## src/rtl/seg_xlate_pkg.sv

```systemverilog
package seg_xlate_pkg;
  localparam int NSEG = 3;

  typedef enum logic [1:0] {
    CAUSE_NONE   = 2'd0,
    CAUSE_BOUNDS = 2'd1,
    CAUSE_PERM   = 2'd2,
    CAUSE_BADSEG = 2'd3
  } cause_e;

  typedef struct packed {
    logic       capture;
    logic       wrBase;
    logic       wrSize;
    logic       wrFlags;
    logic [1:0] wrIdx;
  } strobe_t;

  // Map a segment code onto a register-set index; code 10 has none.
  function automatic logic [1:0] segIndex(input logic [1:0] code);
    case (code)
      2'b00:   return 2'd0;
      2'b01:   return 2'd1;
      default: return 2'd2;
    endcase
  endfunction
endpackage

```

## src/rtl/seg_xlate_ctrl.sv

```systemverilog
module seg_xlate_ctrl
  import seg_xlate_pkg::*;
(
  input  logic       clk,
  input  logic       rstN,
  input  logic       privMode,
  input  logic       regWrEn,
  input  logic [1:0] regWrSeg,
  input  logic [1:0] regWrField,
  input  logic       reqValid,
  output logic       reqReady,
  output logic       rspValid,
  input  logic       rspReady,
  output logic       privViol,
  output strobe_t    strb
);
  logic rspValidQ;
  logic privViolQ;
  logic wrAllowed;

  assign reqReady  = !rspValidQ || rspReady;
  assign wrAllowed = regWrEn && privMode && (regWrSeg != 2'b10);

  always_comb begin
    strb         = '0;
    strb.capture = reqValid && reqReady;
    strb.wrIdx   = segIndex(regWrSeg);
    strb.wrBase  = wrAllowed && (regWrField == 2'd0);
    strb.wrSize  = wrAllowed && (regWrField == 2'd1);
    strb.wrFlags = wrAllowed && (regWrField == 2'd2);
  end

  always_ff @(posedge clk) begin
    if (!rstN) begin
      rspValidQ <= 1'b0;
      privViolQ <= 1'b0;
    end else begin
      if (strb.capture)  rspValidQ <= 1'b1;
      else if (rspReady) rspValidQ <= 1'b0;
      if (regWrEn && !privMode) privViolQ <= 1'b1;
    end
  end

  assign rspValid = rspValidQ;
  assign privViol = privViolQ;
endmodule

```

## src/rtl/seg_xlate_dp.sv

```systemverilog
module seg_xlate_dp
  import seg_xlate_pkg::*;
#(
  parameter int VA_W = 14,
  parameter int PA_W = 16
) (
  input  logic            clk,
  input  logic            rstN,
  input  strobe_t         strb,
  input  logic [PA_W-1:0] regWrData,
  input  logic [VA_W-1:0] reqAddr,
  input  logic [1:0]      reqType,
  output logic            rspFault,
  output logic [1:0]      rspCause,
  output logic [PA_W-1:0] rspPaddr
);
  localparam int OFF_W = VA_W - 2;
  localparam logic [OFF_W:0] MAX_SEG = {1'b1, {OFF_W{1'b0}}};

  logic [PA_W-1:0] baseQ  [NSEG];
  logic [OFF_W:0]  sizeQ  [NSEG];
  logic [3:0]      flagsQ [NSEG];

  for (genvar i = 0; i < NSEG; i++) begin : g_seg
    always_ff @(posedge clk) begin
      if (!rstN) begin
        baseQ[i]  <= '0;
        sizeQ[i]  <= '0;
        flagsQ[i] <= '0;
      end else if (strb.wrIdx == 2'(i)) begin
        if (strb.wrBase)  baseQ[i]  <= regWrData;
        if (strb.wrSize)  sizeQ[i]  <= regWrData[OFF_W:0];
        if (strb.wrFlags) flagsQ[i] <= regWrData[3:0];
      end
    end
  end

  logic [1:0]       segCode;
  logic [1:0]       idx;
  logic [OFF_W-1:0] offset;
  logic [OFF_W:0]   negMag;
  logic [PA_W-1:0]  selBase;
  logic [OFF_W:0]   selSize;
  logic [3:0]       selFlags;
  logic             permOk;
  logic             boundsOk;
  cause_e           cause;
  logic [PA_W-1:0]  paddr;

  assign segCode  = reqAddr[VA_W-1 -: 2];
  assign offset   = reqAddr[OFF_W-1:0];
  assign idx      = segIndex(segCode);
  assign selBase  = baseQ[idx];
  assign selSize  = sizeQ[idx];
  assign selFlags = flagsQ[idx];
  assign negMag   = MAX_SEG - {1'b0, offset};

  always_comb begin
    case (reqType)
      2'd0:    permOk = selFlags[3];
      2'd1:    permOk = selFlags[1];
      2'd2:    permOk = selFlags[2];
      default: permOk = 1'b0;
    endcase
    if (selFlags[0]) begin
      boundsOk = {1'b0, offset} < selSize;
      paddr    = selBase + PA_W'(offset);
    end else begin
      boundsOk = negMag <= selSize;
      paddr    = selBase - PA_W'(negMag);
    end
    if (segCode == 2'b10) cause = CAUSE_BADSEG;
    else if (!permOk)     cause = CAUSE_PERM;
    else if (!boundsOk)   cause = CAUSE_BOUNDS;
    else                  cause = CAUSE_NONE;
  end

  always_ff @(posedge clk) begin
    if (!rstN) begin
      rspFault <= 1'b0;
      rspCause <= '0;
      rspPaddr <= '0;
    end else if (strb.capture) begin
      rspFault <= (cause != CAUSE_NONE);
      rspCause <= cause;
      rspPaddr <= (cause == CAUSE_NONE) ? paddr : '0;
    end
  end
endmodule

```

## src/rtl/seg_xlate_top.sv

```systemverilog
module seg_xlate_top
  import seg_xlate_pkg::*;
#(
  parameter int VA_W = 14,
  parameter int PA_W = 16
) (
  input  logic            clk,
  input  logic            rstN,
  input  logic            privMode,
  input  logic            regWrEn,
  input  logic [1:0]      regWrSeg,
  input  logic [1:0]      regWrField,
  input  logic [PA_W-1:0] regWrData,
  input  logic            reqValid,
  output logic            reqReady,
  input  logic [VA_W-1:0] reqAddr,
  input  logic [1:0]      reqType,
  output logic            rspValid,
  input  logic            rspReady,
  output logic            rspFault,
  output logic [1:0]      rspCause,
  output logic [PA_W-1:0] rspPaddr,
  output logic            privViol
);
  strobe_t strb;

  seg_xlate_ctrl ctrl_i (
    .clk(clk), .rstN(rstN), .privMode(privMode), .regWrEn(regWrEn),
    .regWrSeg(regWrSeg), .regWrField(regWrField), .reqValid(reqValid),
    .reqReady(reqReady), .rspValid(rspValid), .rspReady(rspReady),
    .privViol(privViol), .strb(strb)
  );

  seg_xlate_dp #(.VA_W(VA_W), .PA_W(PA_W)) dp_i (
    .clk(clk), .rstN(rstN), .strb(strb), .regWrData(regWrData),
    .reqAddr(reqAddr), .reqType(reqType), .rspFault(rspFault),
    .rspCause(rspCause), .rspPaddr(rspPaddr)
  );
endmodule

```

## config.mk

```make
export PLATFORM = sky130hd
export DESIGN_NAME = seg_xlate_top
export DESIGN_NICKNAME = d
export VERILOG_FILES = /design/src/rtl/seg_xlate_pkg.sv /design/src/rtl/seg_xlate_ctrl.sv /design/src/rtl/seg_xlate_dp.sv /design/src/rtl/seg_xlate_top.sv
export SDC_FILE = /design/constraint.sdc
export NUM_CORES = 1
export LEC_CHECK = 0
export BUFFER_PORTS_ARGS = -buffer_cell sky130_fd_sc_hd__buf_2
export CORE_ASPECT_RATIO = 2
export CORE_MARGIN = 2
export CORE_UTILIZATION = 40
export CTS_CLUSTER_DIAMETER = 150
export CTS_CLUSTER_SIZE = 20
export DETAILED_ROUTE_END_ITERATION = 8
export PLACE_DENSITY_LB_ADDON = 0.15
export SYNTH_ARGS = -nofsm -noshare
export SYNTH_HDL_FRONTEND = slang
export SYNTH_SLANG_ARGS = --single-unit
```

## constraint.sdc

```tcl
create_clock -name clk -period 3.5 [get_ports clk]
set_input_delay 0.175 -clock clk [delete_from_list [all_inputs] [get_ports clk]]
set_output_delay 0.175 -clock clk [all_outputs]
set_load 0.01 [all_outputs]
```

==> impl_results.md <==
* Site Rows at 69
* Critical Path Source Type: primary input
* P&R area growth vs syn at 24.3%
* Max Buffers Root-to-Sink at 2
* TritonCTS clock tree: done
* Global routing usage on met2 at a little under two fifths
* Setup CP Type: primary input to flip-flop
* Synthesized cell area at roughly 0.007 sq mm
* N_diodes at 0
* Syn nets at 769
* RSZ-0062 raised after global routing: false
* Final WL at around 18,000 um
* Reg2reg setup slack at 0.48 ns
* Clock Sinks at 120
* Seq cells post-synth at 120
* WL/cell at between 15 and 20 um
* First-pass GRT wire length at 29,100 um
* I/O Buffers at 63
* Placed insts at 1,010
* Setup bufs post-CTS at 0
* Ports at 64
* Count of non-filler cells in the finished layout at 1,043
* Nets at 900
* Leakage Power at approximately 0.0037 uW
* Core ar. at 0.0176 sq mm
* Placer congestion estimate at 0.823
* Worst vdd ir at 609 uV
* Worst-margin pin slew at 0.793 ns
* Avg Cell Area, Syn at a little over 10 sq um
* Number of max-cap violations at 0
* Status: completed
* Fill cells at 1,644
* Routed Antenna Nets at 0
* Power per cell area at 465 mW/mm^2
* Tcrit/Tclk final at 92.7%
* Width of the chip at 98.3 um
* Latest clock arrival within the worst-skew pair at 0.42 ns
* CTS Buf Count at 17
* Die Height at 193 um
* Final Setup Violations at 0
* Number of synthesized flops with an enable pin at 99
* Top Usage Layer GRT: met2
* Sequential power share at 40.0%
* Congestion Overflow GR at 0
* Fin. Hold Viols at 0
* DP HPWL at 14,300 um
* P_int at 3000 uW
* Fmax at about 310 MHz
* Die area at 0.0189 sq mm
* CP Data Arrival Time at 3.55 ns
* Largest net degree at the start of global routing at 22
* Fin crit period at 3.25 ns
* Initial core utilization at ~40%
* Most frequent cells in the layout: and2_1, edfxtp_1, buf_4
* First DRT Iteration DRCs at 202
* Final Max Slew Viols at 0
* Drt pass-1 iters at 5
* Prevailing post-synth register cell: edfxtp_1
* Place WS at -0.236 ns
* Vias at roughly 5,400
* H-Tree Depth at 4
* Worst Path Max Fanout at 5
* Final setup TNS at 0 ns
* Hold Path Class: primary input to flip-flop
* Vias in the first global route at 5,373
* Ys async rst share at 0%
* Met3 Usage GRT at 2.93%
* Clock share of power at about 42%
* Netlist cell types at 56
* Seq/Total Area, Yosys at 47.7%
* Root buf cell: clkbuf_16
* Global-route usage over all layers at 20.4%
* Share of layout cells above drive strength 1 at ~25%
* Total power at roughly 4000 uW
* Antenna violations before repair at 0
* Critical Path End Type: flip-flop
* Number of vias per cell at 5.17
* Worst-path clk slew at 0.05 ns
* Post-route setup slack at roughly 0.25 ns
* Combinational Power Share at ~18%
* Grt met1 use at between 20% and 30%
* Sw Pwr at 1110 uW
* Net Sw Frac at roughly 27%
* Critical Path RT at 3.80 ns
* Relative max-transition margin at 46.9%
* Most common cell after layout, fill and taps aside: and2_1
* Ys Warns at 0
* DRC errors left at 0
* Clk_skew at 0.00911 ns
* Cell count after synthesis at 686
[sequential cells by signal (all words and copies together), names as in the netlist]
register and cells:
ctrl_i.rspValid 1, ctrl_i.privViol 1, dp_i.sizeQ 39, dp_i.baseQ 48, dp_i.rspFault 1, dp_i.rspCause 2, dp_i.rspPaddr 16, dp_i.flagsQ 12
[logic make-up (layout without fill, tap and decap cells)]
group / count (synthesis) / count (layout) / synth area share (%)
compound gates: 127 / 127 / 11.3
fa+ha+maj: 41 / 41 / 7.32
flops: 120 / 120 / 47.7
buf+inv: 48 / 192 / 2.62
mux: 37 / 37 / 5.43
xor+xnor: 35 / 35 / 4.31
simple gates: 278 / 278 / 21.4
[per-stage QoR]
stage / cell area [sq um] / hold slack [ns] / util (%)
floorplan: 7160 / 0.304 / -
global placement: 8230 / 0.420 / 46.7
detailed placement: 8230 / 0.435 / 46.7
CTS: 8830 / 0.00438 / 50.1
global route: 8840 / 0.0409 / 50.2
finish: 8840 / 0.0228 / 50.2
[metal layers]
layer  part of all wire, %  wire, um
met2                    55      9990
met3                   2.8       513
met5                     0         0
met1                    40      7340
met4                   2.4       446
[final cells by class]
cell class | instances | area [sq um] | area share [%]
Sequential cell | 120 | 3390 | 38.4
Timing Repair Buffer | 145 | 946 | 10.7
Clock inverter | 15 | 166 | 1.88
Multi-Input combinational cell | 518 | 3590 | 40.6
Tap cell | 213 | 267 | 3.01
Clock buffer | 17 | 425 | 4.81
Inverter | 15 | 56.3 | 0.637
[power groups by stage]
| stage | combinational, uW | clock, uW | sequential [uW] |
|---|---|---|---|
| after floorplan | 417 | 0 | 1680 |
| after global placement | 711 | 0 | 1670 |
| after detailed placement | 723 | 0 | 1680 |
| after CTS | 726 | 1780 | 1650 |
| after global routing | 812 | 1840 | 1650 |
| final | 722 | 1740 | 1650 |
[synthesized netlist by cell type (4+ instances only)]
cell type / number / area (sq um)
edfxtp_1: 99 / 2970
and2_1: 102 / 638
inv_1: 15 / 56.3
a31oi_1: 9 / 56.3
a21o_1: 9 / 67.6
nand2b_1: 7 / 43.8
or3_1: 6 / 37.5
xor2_1: 19 / 166
nand2_1: 32 / 120
o21ai_0: 39 / 195
nor2_1: 65 / 244
buf_2: 5 / 25.0
ha_1: 40 / 500
nand3_1: 13 / 65.1
dfxtp_1: 21 / 420
xnor2_1: 16 / 140
nand4_1: 5 / 31.3
a22oi_1: 11 / 82.6
mux2i_1: 33 / 330
or2_2: 5 / 31.3
nor3_1: 15 / 75.1
buf_1: 5 / 18.8
clkbuf_1: 23 / 86.3
and3_1: 6 / 37.5
or4_1: 4 / 30.0
o21a_1: 4 / 30.0
a21oi_1: 34 / 170
[worst paths after layout]
check | startpoint | end | cells past startpoint
max | reqAddr[1] | dp_i.rspPaddr[12] | 16
min | regWrEn | ctrl_i.privViol | 3
max reg2reg | dp_i.sizeQ[0][10] | dp_i.rspPaddr[15] | 12
min reg2reg | dp_i.rspPaddr[14] | dp_i.rspPaddr[14] | 2
[what timing repair did]
item / 4_1_cts / 5_1_grt
hold buffers: 1 / 0
resized for setup: 0 / 5
endpoints found under the hold margin: 1 / 0
setup endpoints to repair: 0 / 11
[critical path, stage by stage]
cell and delay, ns:
buf_2 0.13, inv_2 0.08, ha_4 0.13, or4b_4 0.51, o21a_1 0.24, o22ai_4 0.19
nor2_4 0.05, or4_4 0.42, a21oi_2 0.16, xor2_1 0.17, ha_1 0.28, and3_1 0.17
a21oi_1 0.26, nand3_1 0.15, and4_1 0.19, a211o_1 0.25
No activity file was read; power rests on OpenSTA's default activity.
